[src/rtl/buck_seq_pkg.sv]
package buck_seq_pkg;

    localparam int NUM_STATES = 6;
    localparam int NUM_FLAGS  = 7;

    // bit positions of the synchronized flag vector
    localparam int F_EN    = 0;
    localparam int F_RAILA = 1;
    localparam int F_RAILB = 2;
    localparam int F_OC    = 3;
    localparam int F_OV    = 4;
    localparam int F_UVOK  = 5;
    localparam int F_SSUP  = 6;

    typedef enum logic [2:0] {
        ST_OFF         = 3'd0,
        ST_SOFTSTART   = 3'd1,
        ST_REGULATE    = 3'd2,
        ST_OC_RESTART  = 3'd3,
        ST_LATCHED_OFF = 3'd4,
        ST_OV_LATCHED  = 3'd5
    } seq_state_e;

    typedef enum logic [1:0] {
        RAMP_TRACK = 2'd0,
        RAMP_CLEAR = 2'd1,
        RAMP_RUN   = 2'd2
    } ramp_mode_e;

    typedef struct packed {
        seq_state_e              state;
        logic                    sw_en;
        logic                    gate_hiz;
        logic                    ss_clr;
        logic                    pgood;
        logic                    latched;
        logic [NUM_STATES-1:0]   state_oh;
    } seq_regs_t;

endpackage

[src/rtl/flag_sync.sv]
module flag_sync #(
    parameter int N      = 7,
    parameter int STAGES = 2
) (
    input  logic         clk,
    input  logic         rst_n,
    input  logic [N-1:0] async_i,
    output logic [N-1:0] sync_o
);
    logic [N-1:0] stage_d [STAGES];
    logic [N-1:0] stage_q [STAGES];

    always_comb begin
        stage_d[0] = async_i;
        for (int i = 1; i < STAGES; i++) begin
            stage_d[i] = stage_q[i-1];
        end
    end

    always_ff @(posedge clk or negedge rst_n) begin
        if (!rst_n) begin
            for (int i = 0; i < STAGES; i++) begin
                stage_q[i] <= '0;
            end
        end else begin
            stage_q <= stage_d;
        end
    end

    assign sync_o = stage_q[STAGES-1];

endmodule

[src/rtl/oc_counter.sv]
module oc_counter #(
    parameter int LIMIT = 3
) (
    input  logic clk,
    input  logic rst_n,
    input  logic clr_i,
    input  logic inc_i,
    output logic last_o
);
    localparam int CW = $clog2(LIMIT + 1);

    logic [CW-1:0] cnt_d, cnt_q;

    always_comb begin
        cnt_d = cnt_q;
        if (clr_i) begin
            cnt_d = '0;
        end else if (inc_i) begin
            cnt_d = cnt_q + 1'b1;
        end
    end

    always_ff @(posedge clk or negedge rst_n) begin
        if (!rst_n) cnt_q <= '0;
        else        cnt_q <= cnt_d;
    end

    assign last_o = (cnt_q == CW'(LIMIT - 1));

    AST_OC_NO_WRAP: assert property (@(posedge clk) disable iff (!rst_n)
        (inc_i && !clr_i) |-> (cnt_q < CW'(LIMIT)));

    AST_OC_CLEARED: assert property (@(posedge clk) disable iff (!rst_n)
        clr_i |=> (cnt_q == '0));

endmodule

[src/rtl/ss_ramp.sv]
module ss_ramp
    import buck_seq_pkg::*;
#(
    parameter int W        = 10,
    parameter int REF_CODE = 600,
    parameter int TICK_DIV = 4
) (
    input  logic         clk,
    input  logic         rst_n,
    input  ramp_mode_e   mode_i,
    input  logic [W-1:0] fb_code_i,
    input  logic [W-1:0] step_i,
    output logic [W-1:0] level_o,
    output logic         at_ref_o
);
    localparam logic [W:0]   REF_EXT = (W+1)'(REF_CODE);
    localparam logic [W-1:0] REF_LVL = W'(REF_CODE);

    logic [W-1:0] level_d, level_q;
    logic [W:0]   sum;
    logic         tick;

    generate
        if (TICK_DIV <= 1) begin : g_every_cycle
            assign tick = 1'b1;
        end else begin : g_divided
            localparam int TW = $clog2(TICK_DIV);
            logic [TW-1:0] tick_d, tick_q;
            assign tick = (tick_q == TW'(TICK_DIV - 1));
            always_comb begin
                if (mode_i != RAMP_RUN) tick_d = '0;
                else if (tick)          tick_d = '0;
                else                    tick_d = tick_q + 1'b1;
            end
            always_ff @(posedge clk or negedge rst_n) begin
                if (!rst_n) tick_q <= '0;
                else        tick_q <= tick_d;
            end
        end
    endgenerate

    assign sum = {1'b0, level_q} + {1'b0, step_i};

    always_comb begin
        level_d = level_q;
        case (mode_i)
            RAMP_TRACK: level_d = fb_code_i;
            RAMP_CLEAR: level_d = '0;
            RAMP_RUN: begin
                if (tick) begin
                    if (sum >= REF_EXT) level_d = REF_LVL;
                    else                level_d = sum[W-1:0];
                end
            end
            default: level_d = level_q;
        endcase
    end

    always_ff @(posedge clk or negedge rst_n) begin
        if (!rst_n) level_q <= '0;
        else        level_q <= level_d;
    end

    assign level_o  = level_q;
    assign at_ref_o = (level_q >= REF_LVL);

    AST_RAMP_CLEARS: assert property (@(posedge clk) disable iff (!rst_n)
        (mode_i == RAMP_CLEAR) |=> (level_q == '0));

    AST_RAMP_CAPPED: assert property (@(posedge clk) disable iff (!rst_n)
        (mode_i == RAMP_RUN && level_q <= REF_LVL) |=> (level_q <= REF_LVL));

    AST_RAMP_TRACKS: assert property (@(posedge clk) disable iff (!rst_n)
        (mode_i == RAMP_TRACK) |=> (level_q == $past(fb_code_i)));

endmodule

[src/rtl/buck_seq_ctrl.sv]
module buck_seq_ctrl
    import buck_seq_pkg::*;
#(
    parameter int RAMP_W      = 10,
    parameter int REF_CODE    = 600,
    parameter int TICK_DIV    = 4,
    parameter int OC_LIMIT    = 3,
    parameter int SYNC_STAGES = 2
) (
    input  logic              clk,
    input  logic              rst_n,
    input  logic              en_i,
    input  logic              rail_a_ok_i,
    input  logic              rail_b_ok_i,
    input  logic              oc_i,
    input  logic              ov_i,
    input  logic              uv_ok_i,
    input  logic              ss_above_i,
    input  logic [RAMP_W-1:0] fb_code_i,
    input  logic [RAMP_W-1:0] ss_step_i,
    output logic              sw_en_o,
    output logic              gate_hiz_o,
    output logic              ss_clr_o,
    output logic              pgood_o,
    output logic              latched_o,
    output logic [5:0]        state_oh_o,
    output logic [RAMP_W-1:0] ss_level_o
);
    localparam logic [NUM_STATES-1:0] OH_RESET = NUM_STATES'(1);

    logic [NUM_FLAGS-1:0] raw_flags, s_flags;
    seq_regs_t            cur_d, cur_q;
    seq_state_e           nxt_state;
    ramp_mode_e           ramp_mode;
    logic                 supply_ok, s_en, s_oc, s_ov;
    logic                 running_q, running_d;
    logic                 oc_inc, oc_clr, oc_last, at_ref;

    assign raw_flags[F_EN]    = en_i;
    assign raw_flags[F_RAILA] = rail_a_ok_i;
    assign raw_flags[F_RAILB] = rail_b_ok_i;
    assign raw_flags[F_OC]    = oc_i;
    assign raw_flags[F_OV]    = ov_i;
    assign raw_flags[F_UVOK]  = uv_ok_i;
    assign raw_flags[F_SSUP]  = ss_above_i;

    flag_sync #(.N(NUM_FLAGS), .STAGES(SYNC_STAGES)) u_sync (
        .clk     (clk),
        .rst_n   (rst_n),
        .async_i (raw_flags),
        .sync_o  (s_flags)
    );

    assign supply_ok = s_flags[F_RAILA] & s_flags[F_RAILB];
    assign s_en      = s_flags[F_EN];
    assign s_oc      = s_flags[F_OC];
    assign s_ov      = s_flags[F_OV];
    assign running_q = (cur_q.state == ST_SOFTSTART) || (cur_q.state == ST_REGULATE);

    // an overcurrent is counted only where it causes a restart
    assign oc_inc = running_q & supply_ok & s_en & ~s_ov & s_oc;
    assign oc_clr = ~supply_ok | ~s_en;

    oc_counter #(.LIMIT(OC_LIMIT)) u_occnt (
        .clk    (clk),
        .rst_n  (rst_n),
        .clr_i  (oc_clr),
        .inc_i  (oc_inc),
        .last_o (oc_last)
    );

    always_comb begin
        case (cur_q.state)
            ST_OFF:                     ramp_mode = RAMP_TRACK;
            ST_SOFTSTART, ST_REGULATE:  ramp_mode = RAMP_RUN;
            default:                    ramp_mode = RAMP_CLEAR;
        endcase
    end

    ss_ramp #(.W(RAMP_W), .REF_CODE(REF_CODE), .TICK_DIV(TICK_DIV)) u_ramp (
        .clk       (clk),
        .rst_n     (rst_n),
        .mode_i    (ramp_mode),
        .fb_code_i (fb_code_i),
        .step_i    (ss_step_i),
        .level_o   (ss_level_o),
        .at_ref_o  (at_ref)
    );

    // next-state decision
    always_comb begin
        nxt_state = cur_q.state;
        if (!supply_ok) begin
            nxt_state = ST_OFF;
        end else begin
            case (cur_q.state)
                ST_OFF: begin
                    if (s_en) nxt_state = ST_SOFTSTART;
                end
                ST_SOFTSTART, ST_REGULATE: begin
                    if (s_ov)         nxt_state = ST_OV_LATCHED;
                    else if (!s_en)   nxt_state = ST_OFF;
                    else if (s_oc)    nxt_state = oc_last ? ST_LATCHED_OFF : ST_OC_RESTART;
                    else if (cur_q.state == ST_SOFTSTART && at_ref)
                                      nxt_state = ST_REGULATE;
                end
                ST_OC_RESTART: begin
                    if (s_ov)         nxt_state = ST_OV_LATCHED;
                    else if (!s_en)   nxt_state = ST_OFF;
                    else              nxt_state = ST_SOFTSTART;
                end
                ST_LATCHED_OFF: begin
                    if (!s_en)        nxt_state = ST_OFF;
                end
                ST_OV_LATCHED: nxt_state = ST_OV_LATCHED;
                default:       nxt_state = ST_OFF;
            endcase
        end
    end

    // registered outputs derived from the next state
    assign running_d = (nxt_state == ST_SOFTSTART) || (nxt_state == ST_REGULATE);

    always_comb begin
        cur_d          = cur_q;
        cur_d.state    = nxt_state;
        cur_d.sw_en    = running_d;
        cur_d.gate_hiz = (nxt_state == ST_OC_RESTART) || (nxt_state == ST_LATCHED_OFF);
        cur_d.ss_clr   = (nxt_state == ST_OC_RESTART) || (nxt_state == ST_LATCHED_OFF)
                         || (nxt_state == ST_OV_LATCHED);
        cur_d.pgood    = running_d & s_flags[F_SSUP] & s_flags[F_UVOK];
        cur_d.latched  = (nxt_state == ST_LATCHED_OFF) || (nxt_state == ST_OV_LATCHED);
        for (int i = 0; i < NUM_STATES; i++) begin
            cur_d.state_oh[i] = (nxt_state == seq_state_e'(3'(i)));
        end
    end

    always_ff @(posedge clk or negedge rst_n) begin
        if (!rst_n) begin
            cur_q          <= '0;
            cur_q.state    <= ST_OFF;
            cur_q.state_oh <= OH_RESET;
        end else begin
            cur_q <= cur_d;
        end
    end

    assign sw_en_o    = cur_q.sw_en;
    assign gate_hiz_o = cur_q.gate_hiz;
    assign ss_clr_o   = cur_q.ss_clr;
    assign pgood_o    = cur_q.pgood;
    assign latched_o  = cur_q.latched;
    assign state_oh_o = cur_q.state_oh;

    AST_RAIL_LOSS_OFF: assert property (@(posedge clk) disable iff (!rst_n)
        !supply_ok |=> (cur_q.state == ST_OFF && !sw_en_o));

    AST_OV_STICKY: assert property (@(posedge clk) disable iff (!rst_n)
        (cur_q.state == ST_OV_LATCHED && supply_ok) |=> (cur_q.state == ST_OV_LATCHED));

    AST_PGOOD_RUNNING: assert property (@(posedge clk) disable iff (!rst_n)
        pgood_o |-> sw_en_o);

    AST_STATE_ONEHOT: assert property (@(posedge clk) disable iff (!rst_n)
        $countones(state_oh_o) == 1);

    AST_LATCH_ON_LAST: assert property (@(posedge clk) disable iff (!rst_n)
        (cur_q.state == ST_LATCHED_OFF && $past(cur_q.state) != ST_LATCHED_OFF)
        |-> $past(oc_last));

    AST_START_NEEDS_EN: assert property (@(posedge clk) disable iff (!rst_n)
        (cur_q.state == ST_OFF && !(supply_ok && s_en)) |=> !sw_en_o);

endmodule

[config.mk]
export PLATFORM = sky130hd
export DESIGN_NAME = buck_seq_ctrl
export DESIGN_NICKNAME = d
export VERILOG_FILES = /design/src/rtl/buck_seq_pkg.sv /design/src/rtl/flag_sync.sv /design/src/rtl/oc_counter.sv /design/src/rtl/ss_ramp.sv /design/src/rtl/buck_seq_ctrl.sv
export SDC_FILE = /design/constraint.sdc
export NUM_CORES = 1
export LEC_CHECK = 0
export BUFFER_PORTS_ARGS = -buffer_cell sky130_fd_sc_hd__clkbuf_2
export CORE_MARGIN = 5
export CORE_UTILIZATION = 49
export DETAILED_ROUTE_END_ITERATION = 8
export GPL_TIMING_DRIVEN = 0
export PLACE_DENSITY = 0.86
export RECOVER_POWER = 100
export SLEW_MARGIN = 20
export SYNTH_ARGS = -nofsm -noshare
export SYNTH_HDL_FRONTEND = slang
export SYNTH_SLANG_ARGS = --single-unit
[constraint.sdc]
create_clock -name clk -period 2.2 [get_ports clk]
set_input_delay 0.44 -clock clk [delete_from_list [all_inputs] [get_ports clk]]
set_output_delay 0.44 -clock clk [all_outputs]
set_load 0.005 [all_outputs]
; ---- Word-level counts from Yosys, hierarchy flattened
; Cells that the tools add are included.
[classes]
n_addsub = 3
multipliers = 0
n_div = 0
order_cmp = 2
eq_ne = 16
shifts = 0
muxes = 19
bitwise = 11
n_reduce_logical = 13
[ops]
columns = cell, n
row1 = $pmux W10 S3, 1
row2 = $mux W3, 9
row3 = $mux W10, 2
row4 = $pmux W3 S5, 1
row5 = $eq A3 B2 Y1 const B, 4
row6 = $eq A3 B3 Y1 const B, 4
row7 = $add A10 B10 Y11, 1
row8 = $ge A11 B10 Y1 const B, 1
row9 = $ge A10 B10 Y1 const B, 1
row10 = $mux W2, 4
row11 = $and A1 B1 Y1, 7
row12 = $eq A2 B2 Y1 const B, 3
row13 = $eq A3 B1 Y1 const B, 2
row14 = $logic_not A3 Y1, 2
row15 = $logic_or A1 B1 Y1, 5
row16 = $add A2 B1 Y2 const B, 2
row17 = $pmux W2 S2, 1
row18 = $not A1 Y1, 3
row19 = $reduce_bool A3 Y1, 1
row20 = $eq A2 B1 Y1 const B, 1
row21 = $logic_not A2 Y1, 1
row22 = $ne A2 B1 Y1 const B, 1
row23 = $ne A2 B2 Y1 const B, 1
row24 = $reduce_and A2 Y1, 1
row25 = 5 further kinds, 5
[word_totals]
register_bits = 42
latchBits = 0
ram_bits = 0
romBits = 0
elab_cells = 76
memories = 0

; ---- Logic depth before layout (Yosys ltp)
; Gate-level depths: netlist of run 1.
[logic_depth]
ltp_word = 12
ltp_mapped = 10
ltp_nobuf = 10

; ---- By module
; From an unflattened synthesis of run 1, not the netlist that was laid out.
[hier_totals]
hier_cells = 255
hier_area_um2 = 2531.2
[by_module_without_submodules]
columns = mod, instances, cells_each, area_each_um2, seq_area_each_um2
row1 = ss_ramp, 1, 163, 1330.0, 300.3
row2 = buck_seq_ctrl, 1, 69, 750.7, 351.6
row3 = flag_sync, 1, 14, 350.3, 350.3
row4 = oc_counter, 1, 9, 100.1, 50.0

; ---- Least setup slack after synthesis of run 1
; OpenSTA, ideal clock, no wires.
[synth_path]
path_type = input to register
start = in ss_step_i[0]
end = reg u_ramp.level_q[2], in the netlist u_ramp.level_o[2]
setup_time_ns = 0.092
arrival_time_ns = 2.394
slack_ns = -0.286
stages = 8
path_cell_list = ha_1 > fa_1 > a211oi_2 > o211ai_2 > a21oi_1 > o2111ai_1 > o31a_2 > o31ai_2
[synth_between]
elab_chain_len = 5
[synth_rtl]
columns = element, line
row1 = from (decl), buck_seq_ctrl.sv:20  ; input logic [RAMP_W-1:0] ss_step_i,
row2 = $add A10 B10 Y11 (*), ss_ramp.sv:42  ; assign sum = {1'b0, level_q} + {1'b0, step_i};
row3 = $ge A11 B10 Y1, ss_ramp.sv:51  ; if (sum >= REF_EXT) level_d = REF_LVL;
row4 = $mux W10 (*), ss_ramp.sv:51
row5 = $mux W10 (*), ss_ramp.sv:50  ; if (tick) begin
row6 = $pmux W10 S3 (*), ss_ramp.sv:46  ; case (mode_i)
row7 = to (signal assigned), ss_ramp.sv:61  ; else level_q <= level_d;
row8 = to (decl), ss_ramp.sv:19  ; logic [W-1:0] level_d, level_q;
; Every way passes the cells marked *; elsewhere a longest branch is shown, timed or not. The select of a mux whose other input is x is not followed.
; A chain may end at the register's enable or synchronous reset.

; ---- Worst setup path in the final report of run 1
[layout_path]
start = reg u_ramp.level_q[0], in the netlist u_ramp.level_o[0]
end = reg u_ramp.level_q[1], in the netlist u_ramp.level_o[1]
[layout_between]
elab_chain_len = 5
[layout_rtl]
columns = element, line
row1 = $add A10 B10 Y11 (*), ss_ramp.sv:42
row2 = $ge A11 B10 Y1, ss_ramp.sv:51
row3 = $mux W10 (*), ss_ramp.sv:51
row4 = $mux W10 (*), ss_ramp.sv:50
row5 = $pmux W10 S3 (*), ss_ramp.sv:46
; Marked as above.

==> flow_metrics.tcl, run 1 <==
set metrics [dict create \
    syn2layout_area_growth_pct 29.6 \
    grt_max_degree 43 \
    violations "negative setup slack" \
    hold_violations 0 \
    synth_top_area_frac 0.442 \
    p_switching_uw 567 \
    crit_end "u_ramp.level_o[1]$_DFFE_PN0P_" \
    vias 2070 \
    pre_cts_ws_ps -655 \
    dp.cells 341 \
    critPathRequiredTime_ps 2400 \
    cts_max_level 2 \
    clock_latency_ps 280 \
    multiInputGateArea_mm2 0.00135 \
    clk_pin_slew_ps 80 \
    synthArstFlopShare 1.00 \
    critPathKind "register to register" \
    drive_gt1_frac 0.349 \
    setup-violations-final 10 \
    core_mm2 0.00466 \
    track_usage 0.171 \
    holdWs_ps 258 \
    switching_share 0.291 \
    die_h_um 78.8 \
    tightest_slew_ps 970 \
    combinationalPowerShare 0.269 \
    instances_no_fill 358 \
    io_pins 50 \
    path_max_fanout 4 \
    seq_area_mm2 0.00105 \
    port_buffers 49 \
    synth_seq_area_share 0.453 \
    cts_sinks 42 \
    cp-startpoint "u_ramp.level_o[0]$_DFFE_PN0P_" \
    grt_pass1_wl_mm 8.65 \
    dpl_cell_area_mm2 0.00266 \
    fmax_ghz 0.382 \
    p_leak_nw 1.42 \
    synth_area_leaders "dfrtp_1 44%, ha_1 6.5%, nor2_1 3.9%" \
    syn_inst 238 \
    avgRoutedWirePerCell_um 15.3 \
    tns_ps -3010 \
    overflow 0 \
    cts_buffers 5 \
    max_slew_margin 0.353 \
    seqPwrFrac 0.431 \
    maxSlewViolCount 0 \
    vias_per_cell 5.78 \
    reg2reg_to "u_ramp.level_o[1]$_DFFE_PN0P_" \
    dp.final_hpwl_mm 3.82 \
    cts_tree "done" \
    grt_use_met3 0.0408 \
    synth_edf_count 0 \
    rsz0062_at_grt "true" \
    clock_power_share 0.300 \
    grtUsageMet1 0.244 \
    synth.most_common_cell "dfrtp_1" \
    met2_usage 0.265 \
    clock_skew_ps 3.57 \
    r2r_cells 8 \
    die_area_mm2 0.00621 \
    n_antenna_cell 0 \
    gp_congestion 0.906 \
    clk_path_buf_depth 2 \
    fillers 362 \
    p_per_area_mw_per_mm2 648 \
    drc_errors 0 \
    ant_nets 0 \
    timing.rr.start "u_ramp.level_o[0]$_DFFE_PN0P_" \
    cp-start-kind "register" \
    min_path_type "input port to register" \
    p_int_mw 1.38 \
    synth_nets 280 \
    fp.dieW_um 78.8 \
    synth_area_mm2 0.00232 \
    grt-busiest-layer "met2" \
    nets 345 \
    drt_wl_total_mm 5.47 \
    ir_drop_mv 0.334 \
    synth-seq-cells 42 \
    yosys_warnings 0 \
    drt_pass1_iterations 5 \
    grt_antenna_before_repair 0 \
    final_area_mm2 0.00301 \
    maxCapViolCount 0 \
    drt-initial-drc-count 156 \
    initial_core_util 0.498 \
    fin_crit_sh 1.19 \
    min_period_ps 2620 \
    arrival_ps 2820 \
    fp-row-count 25 \
    root_buffer "clkbuf_8" \
    cp-end-kind "register" \
    synthTopCellsByCount "41 x dfrtp_1, 24 x nor2_1, 15 x o21ai_0" \
    grt_pass1_vias 1894 \
    r2r_slack_ps -420 \
    syn_avg_cell_area_um2 9.75 \
    setup_ws_ps -420 \
    status "finished with violations" \
    ys_types 51 \
    yosys_most_used_dff "dfrtp_1" \
    yosys.area.top_type "dfrtp_1" \
]
-- per-layer routing --
| metal | vias to the layer above | share of wire |
|---|---|---|
| li1 | 988 | - |
| met2 | 108 | 0.49 |
| met3 | 12 | 0.084 |
| met4 | 0 | 0.016 |
| met5 | - | 0 |
| met1 | 962 | 0.41 |
-- worst min path at each step --
| stage | start | to | slack [ps] | depth (start not counted) |
|---|---|---|---|---|
| after floorplan | rst_n | cur_q[11]$_DFF_PN0_ | 140 | 0 |
| after global routing | rail_a_ok_i | u_sync.stage_d[1]$_DFF_PN0_ | 240 | 1 |
| final | ov_i | u_sync.stage_d[4]$_DFF_PN0_ | 260 | 1 |
| after global placement | u_sync.stage_d[6]$_DFF_PN0_ | u_sync.sync_o[6]$_DFF_PN0_ | 330 | 0 |
| after CTS | rail_a_ok_i | u_sync.stage_d[1]$_DFF_PN0_ | 260 | 1 |
| after detailed placement | u_sync.stage_d[2]$_DFF_PN0_ | u_sync.sync_o[2]$_DFF_PN0_ | 340 | 0 |
-- flip-flops by register name, indices dropped and copies added, names as in the netlist --
register                 flops
u_occnt.cnt_q                2
u_ramp.g_divided.tick_q      2
state_oh_o                   6
u_ramp.level_o              10
latched_o                    1
gate_hiz_o                   1
sw_en_o                      1
cur_q                        3
ss_clr_o                     1
pgood_o                      1
u_sync.sync_o                7
u_sync.stage_d               7
-- timing repair --
action                     in CTS  in global routing
setup endpoints to repair      10                 11
buffers inserted                6                  5
resized for setup               6                 28
pin swaps                      13                 15
hold buffers                    0                  0
-- critical path, cell delays in order (launching register included) --
cell and delay (ps):
dfrtp_1 410, ha_4 180, fa_2 360, a211oi_4 330, o211ai_2 190, a21oi_2 250, o2111ai_4 170, o31a_4 410
o31ai_2 230
-- metrics by stage --
| step | util | total power [mW] |
|---|---|---|
| 6_report | 0.645 | 1.95 |
| 5_1_grt | 0.645 | 2.05 |
| 4_1_cts | 0.607 | 1.86 |
| 3_5_place_dp | 0.570 | 1.26 |
| 3_3_place_gp | 0.570 | 1.25 |
| 2_1_floorplan | - | 1.14 |
-- cells in the final DEF, fill, tap and decap left out, types with 3 or more instances in the layout --
master / netlist / routed
dfrtp_1: 41 / 41
inv_1: 11 / 11
or2_2: 4 / 4
xnor2_1: 4 / 4
clkbuf_2: 0 / 44
clkbuf_4: 0 / 3
o31ai_2: 1 / 4
a22o_1: 4 / 4
ha_1: 12 / 6
o21ai_0: 15 / 12
ha_4: 0 / 4
clkbuf_1: 2 / 7
nor3_1: 8 / 8
nor2_1: 24 / 23
and3_1: 4 / 4
buf_4: 7 / 13
nand2_1: 12 / 12
a21o_1: 7 / 6
nand3b_1: 3 / 3
nand3_1: 6 / 6
a22oi_1: 5 / 4
a21oi_2: 0 / 3
nand4_1: 3 / 3
and2_1: 4 / 4
o21ai_1: 0 / 3
nand2b_1: 3 / 3
nor2b_1: 6 / 6
a21oi_1: 10 / 7
clkbuf_8: 0 / 5
-- cell families (layout without fill, tap and decap cells) --
kind of cell    Yosys count  in the layout  synth area share
mux                       2              2           0.00863
compound gates           73             73             0.225
buf+inv                  24             90            0.0517
flops                    42             42             0.453
fa+ha+maj                13             13            0.0733
xor+xnor                  4              4            0.0151
simple gates             80             80             0.173
-- power by group through the flow --
stage	clock [mW]	combinational (mW)	sequential, mW
2_1_floorplan	0	0.289	0.846
3_3_place_gp	0	0.404	0.851
3_5_place_dp	0	0.408	0.853
4_1_cts	0.591	0.433	0.837
5_1_grt	0.626	0.576	0.844
6_report	0.583	0.524	0.840
-- layout make-up --
class                      count  share of cell area
tap                           54              0.0225
inverter                      12              0.0150
sequential                    42               0.350
buffer                        11              0.0245
clock inverter                 2              0.0125
timing repair buffer          59               0.104
multi-input combinational    172               0.447
clock buffer                   6              0.0241
Note: power is estimated with default switching activity, not from simulation.
==> run 2, diff against run 1 <==
==> constraint.sdc (replaced) <==
create_clock -name clk -period 2.2 [get_ports clk]
set_input_delay 0 -clock clk [delete_from_list [all_inputs] [get_ports clk]]
set_output_delay 0 -clock clk [all_outputs]
set_load 0.005 [all_outputs]
==> flow_metrics.tcl, run 2 (same netlist as run 1, synthesis figures left out) <==
set metrics [dict create \
    tightest_slew_ps 886 \
    setup_ws_ps -311 \
    grt_antenna_before_repair 0 \
    overflow 0 \
    instances_no_fill 381 \
    violations "negative setup slack" \
    cts_buffers 5 \
    io_pins 50 \
    status "finished with violations" \
    tns_ps -2230 \
    rsz0062_at_grt "true" \
    drt-initial-drc-count 216 \
    grt_pass1_wl_mm 8.94 \
    cp-start-kind "register" \
    n_antenna_cell 0 \
    drt_pass1_iterations 5 \
    fmax_ghz 0.398 \
    p_per_area_mw_per_mm2 622 \
    fin_crit_sh 1.14 \
    critPathKind "register to register" \
    gp_congestion 0.906 \
    syn2layout_area_growth_pct 41.8 \
    post-route-util 0.706 \
    setup-violations-final 10 \
    clk_pin_slew_ps 80 \
    largest_reg_flops 10 \
    track_usage 0.180 \
    fp-row-count 25 \
    drc_errors 0 \
    min_period_ps 2510 \
    core_mm2 0.00466 \
    vias_per_cell 6.01 \
    grt_use_met3 0.0431 \
    met2_usage 0.290 \
    drive_gt1_frac 0.382 \
    cp-end-kind "register" \
    grt_pass1_vias 1983 \
    ant_nets 0 \
    holdWs_ps 7.51 \
    die_area_mm2 0.00621 \
    p_leak_nw 1.55 \
    cts_tree "done" \
    max_slew_margin 0.409 \
    die_h_um 78.8 \
    initial_core_util 0.498 \
    nets 368 \
    final_area_mm2 0.00329 \
    cts_sinks 42 \
    fp.dieW_um 78.8 \
    path_max_fanout 4 \
    maxSlewViolCount 0 \
    grtUsageMet1 0.242 \
    layout_commonest_cell "clkbuf_2" \
    maxCapViolCount 0 \
    drt_wl_total_mm 6.34 \
    ir_drop_mv 0.447 \
    r2r_slack_ps -310 \
    hold_violations 0 \
    pre_cts_ws_ps -512 \
    grt_max_degree 43 \
    vias 2289 \
    power_mw 2.05 \
    critPathRequiredTime_ps 2400 \
    layout_common_cells "46 x clkbuf_2, 38 x dfrtp_1, 23 x nor2_1, 23 x buf_4, 15 x dlygate4sd3_1" \
    dpl_cell_area_mm2 0.00264 \
    avgRoutedWirePerCell_um 16.6 \
    grt-busiest-layer "met2" \
    clock_skew_ps 7.49 \
    root_buffer "clkbuf_8" \
    dp.cells 341 \
    dp.final_hpwl_mm 3.80 \
    clock_latency_ps 290 \
    arrival_ps 2710 \
    clk_path_buf_depth 2 \
    min_path_type "input port to register" \
    port_buffers 49 \
    cts_max_level 2 \
]
## run 2: cell types whose count changed in the layout (fill, tap and decap cells not counted), sizes merged
| cell | delta |
|---|---|
| dlygate4sd3 | +15 |
| buf | +12 |
| clkbuf | -3 |
| clkinvlp | -1 |
## run 2: power breakdown
part	internal (mW)	switching, mW	total [mW]
clock network	0.339	0.246	0.586
registers	0.808	0.0364	0.845
logic	0.297	0.318	0.616
total	1.45	0.601	2.05
## run 2: final timing paths
path	start	cells past startpoint	endpoint
setup reg to reg	u_ramp.level_o[0]$_DFFE_PN0P_	8	u_ramp.level_o[2]$_DFFE_PN0P_
hold / removal	fb_code_i[7]	3	u_ramp.level_o[7]$_DFFE_PN0P_
max in group asynchronous	rst_n	2	u_ramp.level_o[2]$_DFFE_PN0P_
setup / recovery	u_ramp.level_o[0]$_DFFE_PN0P_	8	u_ramp.level_o[2]$_DFFE_PN0P_
hold reg to reg	u_sync.stage_d[3]$_DFF_PN0_	0	u_sync.sync_o[3]$_DFF_PN0_
min in group asynchronous	rst_n	2	state_oh_o[3]$_DFF_PN0_
## run 2: routing by layer
metal	part of all wire	up-vias
met5	0	-
met4	0.050	0
met3	0.073	32
met2	0.49	140
met1	0.39	1081
li1	-	1036
## run 2: worst max-delay path, stage by stage, from the launching register on
cell	delay, ps
dfrtp_1	410
ha_4	180
fa_2	360
a211oi_4	300
o21ai_0	170
nor3b_1	200
a2bb2oi_1	170
o31a_4	410
o31ai_4	210
## run 2: repair_timing
action | in CTS | in global routing
setup endpoints to repair | 10 | 11
pin swaps | 5 | 15
hold buffers | 15 | 0
resized for setup | 10 | 40
endpoints found under the hold margin | 55 | 0
gates cloned | 0 | 0
setup buffers | 6 | 12
## run 2: cell type report
cell class	count	area, µm²
Fill cell	314	1370
Inverter	12	45.0
Clock inverter	1	30.0
Multi-Input combinational cell	172	1410
Tap cell	54	67.6
Sequential cell	42	1060
Buffer	11	75.1
Clock buffer	7	76.3
Timing Repair Buffer	82	532
